[src/rtl/irq_drvbk_pkg.sv]
package irq_drvbk_pkg;
   localparam int unsigned WORD_W     = 32;
   localparam int unsigned HALF_W     = 16;
   localparam int unsigned ISA_LINES  = 16;
   localparam int unsigned PCI_LINES  = 4;
   localparam int unsigned EVT_LINES  = 4;
   localparam int unsigned PCI_VAL_LO = 0;
   localparam int unsigned EVT_VAL_LO = 4;
   localparam int unsigned PCI_EN_LO  = HALF_W + PCI_VAL_LO;
   localparam int unsigned EVT_EN_LO  = HALF_W + EVT_VAL_LO;
   localparam int unsigned STEP_BYTES = 4;

   typedef enum logic [1:0] {
      PH_NONE = 2'd0,
      PH_ONE  = 2'd1,
      PH_TWO  = 2'd2
   } phase_e;
endpackage

[src/rtl/irq_drvbk_addr.sv]
module irq_drvbk_addr
   import irq_drvbk_pkg::*;
#(
   parameter int unsigned ADDR_W = 16,
   parameter logic [ADDR_W-1:0] BASE = 16'h0C00
) (
   input  logic              clk,
   input  logic              rst_n,
   input  logic              cyc_start,
   input  logic [ADDR_W-1:0] cyc_addr,
   input  logic              cyc_wvalid,
   input  logic              cyc_more,
   output phase_e            phase
);
   localparam logic [ADDR_W-1:0] STEP  = ADDR_W'(STEP_BYTES);
   localparam logic [ADDR_W-1:0] BASE2 = BASE + STEP;

   generate
      if (BASE[1:0] != 2'b00) begin : g_bad_base
         $error("BASE must be aligned to a 32-bit word");
      end
   endgenerate

   logic              open_q;
   logic [ADDR_W-1:0] ptr_q;
   logic [ADDR_W-1:0] eff_addr;
   logic              beat;

   assign eff_addr = cyc_start ? cyc_addr : ptr_q;
   assign beat     = cyc_wvalid && (cyc_start || open_q);

   always_comb begin
      phase = PH_NONE;
      if (beat) begin
         if (eff_addr == BASE)       phase = PH_ONE;
         else if (eff_addr == BASE2) phase = PH_TWO;
      end
   end

   always_ff @(posedge clk or negedge rst_n) begin
      if (!rst_n) begin
         open_q <= 1'b0;
         ptr_q  <= '0;
      end else if (beat) begin
         open_q <= cyc_more;
         ptr_q  <= eff_addr + STEP;
      end else if (cyc_start) begin
         open_q <= 1'b1;
         ptr_q  <= cyc_addr;
      end
   end

   // a burst continuation after phase one lands on phase two
   p_burst_to_two_r6: assert property (@(posedge clk) disable iff (!rst_n)
      (phase == PH_ONE && cyc_more) ##1 (cyc_wvalid && !cyc_start) |-> phase == PH_TWO);

   // a beat with no open cycle and no start is never decoded
   p_no_stray_beat_r11: assert property (@(posedge clk) disable iff (!rst_n)
      (!open_q && !cyc_start) |-> phase == PH_NONE);
endmodule

[src/rtl/irq_drvbk_isa.sv]
module irq_drvbk_isa
   import irq_drvbk_pkg::*;
#(
   parameter int unsigned SMI_LINE = 2,
   parameter int unsigned NMI_LINE = 13,
   parameter bit          REDIRECT = 1'b1
) (
   input  logic                 clk,
   input  logic                 rst_n,
   input  logic                 hit,
   input  logic [WORD_W-1:0]    wdata,
   output logic [ISA_LINES-1:0] isa_irq,
   output logic                 smi_req,
   output logic                 nmi_req
);
   generate
      if (SMI_LINE >= ISA_LINES || NMI_LINE >= ISA_LINES || SMI_LINE == NMI_LINE) begin : g_bad_map
         $error("redirected lines must be distinct and within range");
      end
   endgenerate

   logic [ISA_LINES-1:0] val;
   logic [ISA_LINES-1:0] en_n;
   assign val  = wdata[ISA_LINES-1:0];
   assign en_n = wdata[HALF_W +: ISA_LINES];

   generate
      for (genvar i = 0; i < ISA_LINES; i++) begin : g_line
         if (REDIRECT && (i == SMI_LINE || i == NMI_LINE)) begin : g_held_low
            assign isa_irq[i] = 1'b0;
         end else begin : g_level
            logic lvl_q;
            always_ff @(posedge clk or negedge rst_n) begin
               if (!rst_n)                lvl_q <= 1'b0;
               else if (hit && !en_n[i])  lvl_q <= val[i];
            end
            assign isa_irq[i] = lvl_q;
         end
      end

      if (REDIRECT) begin : g_redirect
         logic smi_q, nmi_q;
         always_ff @(posedge clk or negedge rst_n) begin
            if (!rst_n) begin
               smi_q <= 1'b0;
               nmi_q <= 1'b0;
            end else if (hit) begin
               if (!en_n[SMI_LINE]) smi_q <= val[SMI_LINE];
               if (!en_n[NMI_LINE]) nmi_q <= val[NMI_LINE];
            end
         end
         assign smi_req = smi_q;
         assign nmi_req = nmi_q;

         // enabled bit of the SMI slot sets smi_req
         p_smi_follow_r4: assert property (@(posedge clk) disable iff (!rst_n)
            (hit && !en_n[SMI_LINE]) |=> smi_req == $past(val[SMI_LINE]));
         // enabled bit of the NMI slot sets nmi_req
         p_nmi_follow_r5: assert property (@(posedge clk) disable iff (!rst_n)
            (hit && !en_n[NMI_LINE]) |=> nmi_req == $past(val[NMI_LINE]));
      end else begin : g_plain
         assign smi_req = 1'b0;
         assign nmi_req = 1'b0;
      end
   endgenerate

   // without a phase-one beat nothing moves
   p_hold_r3: assert property (@(posedge clk) disable iff (!rst_n)
      !hit |=> $stable(isa_irq) && $stable(smi_req) && $stable(nmi_req));

   // a masked line keeps its level through a beat
   p_masked_keep_r3: assert property (@(posedge clk) disable iff (!rst_n)
      (hit && en_n == '1) |=> $stable(isa_irq));
endmodule

[src/rtl/irq_drvbk_lvl.sv]
module irq_drvbk_lvl
   import irq_drvbk_pkg::*;
#(
   parameter int unsigned LINES  = 4,
   parameter int unsigned VAL_LO = 0,
   parameter int unsigned EN_LO  = 16
) (
   input  logic              clk,
   input  logic              rst_n,
   input  logic              hit,
   input  logic [WORD_W-1:0] wdata,
   output logic [LINES-1:0]  upd,
   output logic [LINES-1:0]  val
);
   generate
      if (VAL_LO + LINES > HALF_W || EN_LO + LINES > WORD_W || EN_LO < HALF_W) begin : g_bad_lane
         $error("line lanes fall outside the beat word");
      end
   endgenerate

   generate
      for (genvar k = 0; k < LINES; k++) begin : g_line
         logic upd_q, val_q, req;
         assign req = hit && !wdata[EN_LO + k];
         always_ff @(posedge clk or negedge rst_n) begin
            if (!rst_n) begin
               upd_q <= 1'b0;
               val_q <= 1'b0;
            end else begin
               upd_q <= req;
               if (req) val_q <= wdata[VAL_LO + k];
            end
         end
         assign upd[k] = upd_q;
         assign val[k] = val_q;

         // a disabled line never strobes
         p_masked_quiet_r8: assert property (@(posedge clk) disable iff (!rst_n)
            (hit && wdata[EN_LO + k]) |=> !upd[k]);
      end
   endgenerate

   // strobes appear only in the cycle after a phase-two beat
   p_strobe_pulse_r12: assert property (@(posedge clk) disable iff (!rst_n)
      !hit |=> upd == '0);
endmodule

[src/rtl/irq_drvbk_decoder.sv]
module irq_drvbk_decoder
   import irq_drvbk_pkg::*;
#(
   parameter int unsigned ADDR_W   = 16,
   parameter logic [ADDR_W-1:0] BASE = 16'h0C00,
   parameter int unsigned SMI_LINE = 2,
   parameter int unsigned NMI_LINE = 13,
   parameter bit          REDIRECT = 1'b1
) (
   input  logic                 clk,
   input  logic                 rst_n,
   input  logic                 cyc_start,
   input  logic [ADDR_W-1:0]    cyc_addr,
   input  logic [WORD_W-1:0]    cyc_wdata,
   input  logic                 cyc_wvalid,
   input  logic                 cyc_more,
   output logic [ISA_LINES-1:0] isa_irq,
   output logic                 smi_req,
   output logic                 nmi_req,
   output logic [PCI_LINES-1:0] pci_upd,
   output logic [PCI_LINES-1:0] pci_val,
   output logic [EVT_LINES-1:0] evt_upd,
   output logic [EVT_LINES-1:0] evt_val
);
   generate
      if (ADDR_W < 3) begin : g_bad_addr
         $error("address too narrow for two beats");
      end
   endgenerate

   phase_e phase;
   logic   hit_one, hit_two;

   irq_drvbk_addr #(.ADDR_W(ADDR_W), .BASE(BASE)) u_addr (
      .clk(clk), .rst_n(rst_n), .cyc_start(cyc_start), .cyc_addr(cyc_addr),
      .cyc_wvalid(cyc_wvalid), .cyc_more(cyc_more), .phase(phase)
   );

   assign hit_one = (phase == PH_ONE);
   assign hit_two = (phase == PH_TWO);

   irq_drvbk_isa #(.SMI_LINE(SMI_LINE), .NMI_LINE(NMI_LINE), .REDIRECT(REDIRECT)) u_isa (
      .clk(clk), .rst_n(rst_n), .hit(hit_one), .wdata(cyc_wdata),
      .isa_irq(isa_irq), .smi_req(smi_req), .nmi_req(nmi_req)
   );

   irq_drvbk_lvl #(.LINES(PCI_LINES), .VAL_LO(PCI_VAL_LO), .EN_LO(PCI_EN_LO)) u_pci (
      .clk(clk), .rst_n(rst_n), .hit(hit_two), .wdata(cyc_wdata),
      .upd(pci_upd), .val(pci_val)
   );

   irq_drvbk_lvl #(.LINES(EVT_LINES), .VAL_LO(EVT_VAL_LO), .EN_LO(EVT_EN_LO)) u_evt (
      .clk(clk), .rst_n(rst_n), .hit(hit_two), .wdata(cyc_wdata),
      .upd(evt_upd), .val(evt_val)
   );

   // phase one and phase two never share a beat
   p_one_phase_r13: assert property (@(posedge clk) disable iff (!rst_n)
      hit_one |=> (pci_upd == '0) && (evt_upd == '0));

   // a phase-two beat leaves the ISA side untouched
   p_two_keeps_isa_r7: assert property (@(posedge clk) disable iff (!rst_n)
      hit_two |=> $stable(isa_irq) && $stable(smi_req) && $stable(nmi_req));
endmodule

[config.mk]
export PLATFORM = sky130hd
export DESIGN_NAME = irq_drvbk_decoder
export DESIGN_NICKNAME = d
export VERILOG_FILES = /design/src/rtl/irq_drvbk_pkg.sv /design/src/rtl/irq_drvbk_addr.sv /design/src/rtl/irq_drvbk_isa.sv /design/src/rtl/irq_drvbk_lvl.sv /design/src/rtl/irq_drvbk_decoder.sv
export SDC_FILE = /design/constraint.sdc
export NUM_CORES = 1
export LEC_CHECK = 0
export ABC_AREA = 1
export BUFFER_PORTS_ARGS = -buffer_cell sky130_fd_sc_hd__buf_4
export CORE_MARGIN = 2
export CORE_UTILIZATION = 47
export CTS_CLUSTER_SIZE = 24
export DETAILED_ROUTE_END_ITERATION = 16
export PLACE_DENSITY = 0.76
export SYNTH_ARGS = -nofsm -noshare
export SYNTH_HDL_FRONTEND = slang
export SYNTH_HIERARCHICAL = 1
export SYNTH_SLANG_ARGS = --single-unit
[constraint.sdc]
create_clock -name clk -period 1.7 [get_ports clk]
set_input_delay 0.17 -clock clk [delete_from_list [all_inputs] [get_ports clk]]
set_output_delay 0.17 -clock clk [all_outputs]
set_load 0.01 [all_outputs]
# Yosys cells after proc, flatten, opt, wreduce, memory -nomap -nowiden
# Index checks and enable logic that the tools add are counted.
# W data, S select, Z words.
dict set report totals {
  regBits 49
  in_bits 53
  output_inout_bits 34
}
dict set report classes {
  add_sub_neg 1
  n_eq_ne 4
  n_mux 7
  bitwise 2
  reduce_logical 42
}
# operator n
set op_table {}
lappend op_table {{$eq A16 B12 Y1 const B} 2}
lappend op_table {{$mux W16} 2}
lappend op_table {{$logic_and A1 B1 Y1} 23}
lappend op_table {{$add A16 B3 Y16 const B} 1}
lappend op_table {{$logic_not A1 Y1} 15}
lappend op_table {{$mux W2} 3}
lappend op_table {{$reduce_and A2 Y1} 2}
lappend op_table {{$eq A2 B1 Y1 const B} 1}
lappend op_table {{$eq A2 B2 Y1 const B} 1}
lappend op_table {{$mux W1} 2}
lappend op_table {{$not A1 Y1} 2}
lappend op_table {{$reduce_bool A2 Y1} 1}
lappend op_table {{$logic_or A1 B1 Y1} 1}

# Longest topological paths before layout
dict set report depth {
  ltp_word 7
  mapped_depth 15
  ltp_nobuf 13
}

# By module
# Netlist, hierarchy kept.
# module n_inst cells_each area_per_inst_um2 seq_area_each_um2
set modules_own_cells {}
lappend modules_own_cells {irq_drvbk_addr 1 190 1415.1 425.4}
lappend modules_own_cells {irq_drvbk_isa 1 116 878.3 400.4}
lappend modules_own_cells {irq_drvbk_lvl 2 41 366.6 200.2}
lappend modules_own_cells {irq_drvbk_decoder 1 4 15.0 0.0}

# Worst setup path before layout
# Ideal clock, no wire load.
dict set report synth_path {
  path_type {input-to-reg}
  from {input cyc_start}
  to {register u_isa.g_redirect.nmi_q (netlist: u_isa/nmi_req)}
  t_arrival_ps 1703
  slack_ps -119
  path_stages 14
  path_cell_list {buf_6 -> buf_12 -> nand2_2 -> nand2_2 -> inv_1 -> ha_1 -> nand2_1 -> nor3_1 -> inv_1 -> nor2_1 -> buf_6 -> nand2_1 -> nand2_1 -> nand2_1}
}
# item line_no
set synth_lines {}
lappend synth_lines {{start: declaration} irq_drvbk_decoder.sv:12} ;# input logic cyc_start,
lappend synth_lines {{$mux W16} n/a}
lappend synth_lines {{$eq A16 B12 Y1} irq_drvbk_addr.sv:35} ;# if (eff_addr == BASE) phase = PH_ONE;
lappend synth_lines {{$mux W2} irq_drvbk_addr.sv:35}
lappend synth_lines {{$mux W2 (*)} irq_drvbk_addr.sv:34} ;# if (beat) begin
lappend synth_lines {{via phase[0]} irq_drvbk_decoder.sv:31} ;# phase_e phase;
lappend synth_lines {{$eq A2 B1 Y1 (*)} irq_drvbk_decoder.sv:39} ;# assign hit_one = (phase == PH_ONE);
lappend synth_lines {{via hit_one} irq_drvbk_decoder.sv:32} ;# logic hit_one, hit_two;
lappend synth_lines {{$reduce_and A2 Y1 (no line) (*)} n/a}
lappend synth_lines {{end signal: assignment} irq_drvbk_isa.sv:49} ;# if (!en_n[NMI_LINE]) nmi_q <= val[NMI_LINE];
lappend synth_lines {{end: declaration} irq_drvbk_isa.sv:42} ;# logic smi_q, nmi_q;
# The timed path passes the listed nets; every way through them passes the cells marked *.
# A chain may end at the register's enable or synchronous reset.

# Worst setup path in the final report
dict set report layout_path {
  from {register u_addr.ptr_q[1]}
  to {register u_isa.g_line[12].g_level.lvl_q}
}
# item line_no
set layout_lines {}
lappend layout_lines {{start: declaration} irq_drvbk_addr.sv:25} ;# logic [ADDR_W-1:0] ptr_q;
lappend layout_lines {{start signal: assignment} irq_drvbk_addr.sv:46} ;# ptr_q <= eff_addr + STEP;
lappend layout_lines {{start signal: assignment} irq_drvbk_addr.sv:49} ;# ptr_q <= cyc_addr;
lappend layout_lines {{$mux W16} n/a}
lappend layout_lines {{via u_addr.eff_addr[1]} irq_drvbk_addr.sv:26} ;# logic [ADDR_W-1:0] eff_addr;
lappend layout_lines {{$eq A16 B12 Y1} irq_drvbk_addr.sv:35}
lappend layout_lines {{$mux W2} irq_drvbk_addr.sv:35}
lappend layout_lines {{$mux W2} irq_drvbk_addr.sv:34}
lappend layout_lines {{via phase[0]} irq_drvbk_decoder.sv:31}
lappend layout_lines {{$eq A2 B1 Y1} irq_drvbk_decoder.sv:39}
lappend layout_lines {{via hit_one} irq_drvbk_decoder.sv:32}
lappend layout_lines {{$logic_and A1 B1 Y1} irq_drvbk_isa.sv:35} ;# else if (hit && !en_n[i]) lvl_q <= val[i];
lappend layout_lines {{end signal: assignment} irq_drvbk_isa.sv:35}
lappend layout_lines {{end: declaration} irq_drvbk_isa.sv:32} ;# logic lvl_q;
# The timed path passes the listed nets, and every way through them passes these cells.

==> impl_metrics.yaml <==
status:
  outcome: "finished with violations"
  violations: "negative setup slack"
sta:
  min_period_ns: 1.79
  fin_crit_sh_pct: 105
  rsz0062_at_grt: "true"
  setup_ws_ns: -0.0922
  max_clock_freq_ghz: 0.558
  fin_setup_tns_ns: -1.39
  worstMarginPinSlew_ns: 0.633
  finClkSkew_ns: 0.0106
  hold_violations: 0
  finalSetupViolations: 24
  slew_violations: 0
  maxSlewHeadroom_pct: 57.8
drt:
  wl_per_cell_um: 12.3
  ant_nets: 0
  via_count: 2610
  firstDrtPassIters: 4
  vias_per_cell: 4.64
  routed_wl_mm: 6.92
  drt_iter0_drc: 115
  drc: 0
power_and_ir_drop:
  power_w: 0.00253
  vdd_ir_drop_max_v: 0.000357
  power_density_mw_per_mm2: 620
  pwr-share-comb_pct: 22.7
  pwr-share-clk_pct: 28.6
  swShare_pct: 29.9
  p_seq_share_pct: 48.7
  switching_power_w: 0.000754
  p_int_w: 0.00177
  leakage_nw: 2.36
finish:
  seq_area_mm2: 0.00123
  antenna_cells: 0
  fin_nets: 540
  mostFrequentLayoutCells: "buf_4 (118), nand2_1 (100), inv_1 (52)"
  layout_commonest_cell: "buf_4"
  num-fill-cells: 559
  final_area_mm2: 0.00408
  multi_input_area_mm2: 0.00138
  drive_above_1_share_pct: 46.4
  syn2layout_area_growth_pct: 34.0
grt:
  grt_pass1_vias: 2549
  antenna_found_initial: 0
  grt_pass1_wl_mm: 11.3
  grt_overflow: 0
  grt_start_max_net_pins: 50
  grt_use_total_pct: 19.5
critical_path:
  start_kind: "flop"
  critPathCaptureType: "flop"
  cp.required_ns: 1.91
  cp_max_fo: 8
  critical_path_arrival_ns: 2.00
  critical_path_class: "reg2reg"
clock_tree:
  insertion_delay_ns: 0.31
  clockRootBuffer: "clkbuf_8"
  clockBufferDepth: 2
  htreeDepth: 2
  cts_buffers: 5
  cts_sinks: 49
  cts_tree: "yes"
  clkTransAtPathRegs_ns: 0.10
floorplanning:
  die_w_um: 84.4
  num_rows: 29
  initial_core_util_pct: 48.2
  core_mm2: 0.00631
  die_h_um: 84.4
  io_pins: 87
  die_area_mm2: 0.00713
placement:
  dp_hpwl_mm: 4.94
  dpl_worst_slack_ns: -0.192
  gp_congestion: 0.795
  postPlaceCellArea_mm2: 0.00377
  io_buffers: 84
flow_run:
  maxCapViolCount: 0
yosys:
  ys_seq_area_share_pct: 40.3
  synth_top_area_share_pct: 40.3
  synthCells: 392
  yosysTopAreaCell: "dfrtp_1"
  syn_avg_cell_area_um2: 7.76
  synth_area_mm2: 0.00304
  synth_area_leaders: "dfrtp_1 (40%), nand2_1 (16%), buf_4 (8.1%)"
  yosysUniqueCellTypes: 28
  synthArstFlopShare_pct: 100
  synth_seq_cells: 49
  yosysWarnings: 6
  synth-main-ff-cell: "dfrtp_1"
  synth_edf_count: 0
hold_path:
  hp-class: "in2reg"
## per-layer routing
layer / share of wire [%] / global-route usage, %
met1: 44 / 24.1
met3: 3.8 / 3.74
met2: 51 / 34.4
met4: 1.2 / 6.20
met5: 0 / 0
## registers in the layout, summed over array words and instances (netlist names)
register                    flops
u_evt/g_line.val_q              4
u_isa/g_line.g_level.lvl_q     14
u_addr/open_q                   1
u_evt/g_line.upd_q              4
u_pci/g_line.upd_q              4
u_isa/smi_req                   1
u_isa/nmi_req                   1
u_pci/g_line.val_q              4
u_addr/ptr_q                   16
## layout make-up
type / instances / area share [%]
clock buffer: 5 / 1.69
clock inverter: 3 / 0.522
inverter: 66 / 6.32
tap: 77 / 2.36
multi-input combinational: 237 / 33.8
timing repair buffer: 125 / 25.2
sequential: 49 / 30.1
## path summary, 6_finish.rpt
| path | from | end | cells past startpoint | slack (ns) |
|---|---|---|---|---|
| min in group asynchronous | rst_n | u_addr/ptr_q[8] | 2 | 0.42 |
| min reg2reg | u_isa/g_line[9].g_level.lvl_q | u_isa/g_line[9].g_level.lvl_q | 2 | 0.48 |
| max in group asynchronous | rst_n | u_evt/g_line[3].upd_q | 2 | 0.86 |
| min | cyc_more | u_addr/open_q | 2 | 0.06 |
| max | u_addr/ptr_q[1] | u_isa/g_line[12].g_level.lvl_q | 11 | -0.09 |
| max reg2reg | u_addr/ptr_q[1] | u_isa/g_line[12].g_level.lvl_q | 11 | -0.09 |
## metrics by stage
step	std cells	util [%]	hold slack, ns
after floorplan	393	-	-0.126
after global placement	547	59.8	0.231
after detailed placement	547	59.8	0.236
after CTS	559	62.5	0.0546
after global routing	562	64.5	0.0562
final	562	64.5	0.0618
## power groups by stage
stage	clock network (W)	logic (W)	registers, W
detailed placement	0	0.000538	0.00125
floorplan	0	0.000299	0.00124
global route	0.000776	0.000636	0.00123
CTS	0.000740	0.000549	0.00123
global placement	0	0.000524	0.00125
finish	0.000723	0.000573	0.00123
## cell usage after synthesis, types with 2 or more instances
| cell | count |
|---|---|
| buf_12 | 2 |
| buf_4 | 33 |
| buf_6 | 6 |
| dfrtp_1 | 49 |
| ha_1 | 3 |
| inv_1 | 63 |
| inv_2 | 2 |
| nand2_1 | 127 |
| nand2_2 | 17 |
| nand2_4 | 7 |
| nand3_1 | 28 |
| nand4_1 | 6 |
| nor2_1 | 12 |
| nor2_2 | 7 |
| nor2_4 | 3 |
| nor3_1 | 2 |
| o21ai_1 | 7 |
| o21ai_2 | 4 |
| o21ai_4 | 2 |
| xor2_1 | 4 |
## repair_timing
item / 4_1_cts / 5_1_grt
setup endpoints to repair: 24 / 33
cloned: 1 / 2
pin swaps: 7 / 10
hold endpoints to repair: 49 / 0
hold buffers: 1 / 0
gates resized for setup: 7 / 34
setup buffers: 2 / 3
## cell families (layout without fill, tap and decap cells)
family	count (synthesis)	after routing	share of synthesized area [%]
adder cells (fa/ha/maj)	3	3	1.23
flip-flops	49	49	40.3
XOR/XNOR	4	4	1.15
other	1	2	0.123
AO/OA/AOI/OAI	15	15	3.78
AND/OR/NAND/NOR	213	213	33.4
buffers and inverters	107	199	20.0
## worst max-delay path, stage by stage, from the launching register on
cell       delay (ns)
dfrtp_1          0.37
nand2_1          0.06
nand2_1          0.06
nor2_1           0.11
nand4_1          0.19
nor3_2           0.24
inv_1            0.10
nor2_4           0.20
clkbuf_16        0.21
nand2_2          0.05
nand2_1          0.05
nand2_1          0.05
Note: power is estimated with default switching activity, not from simulation.
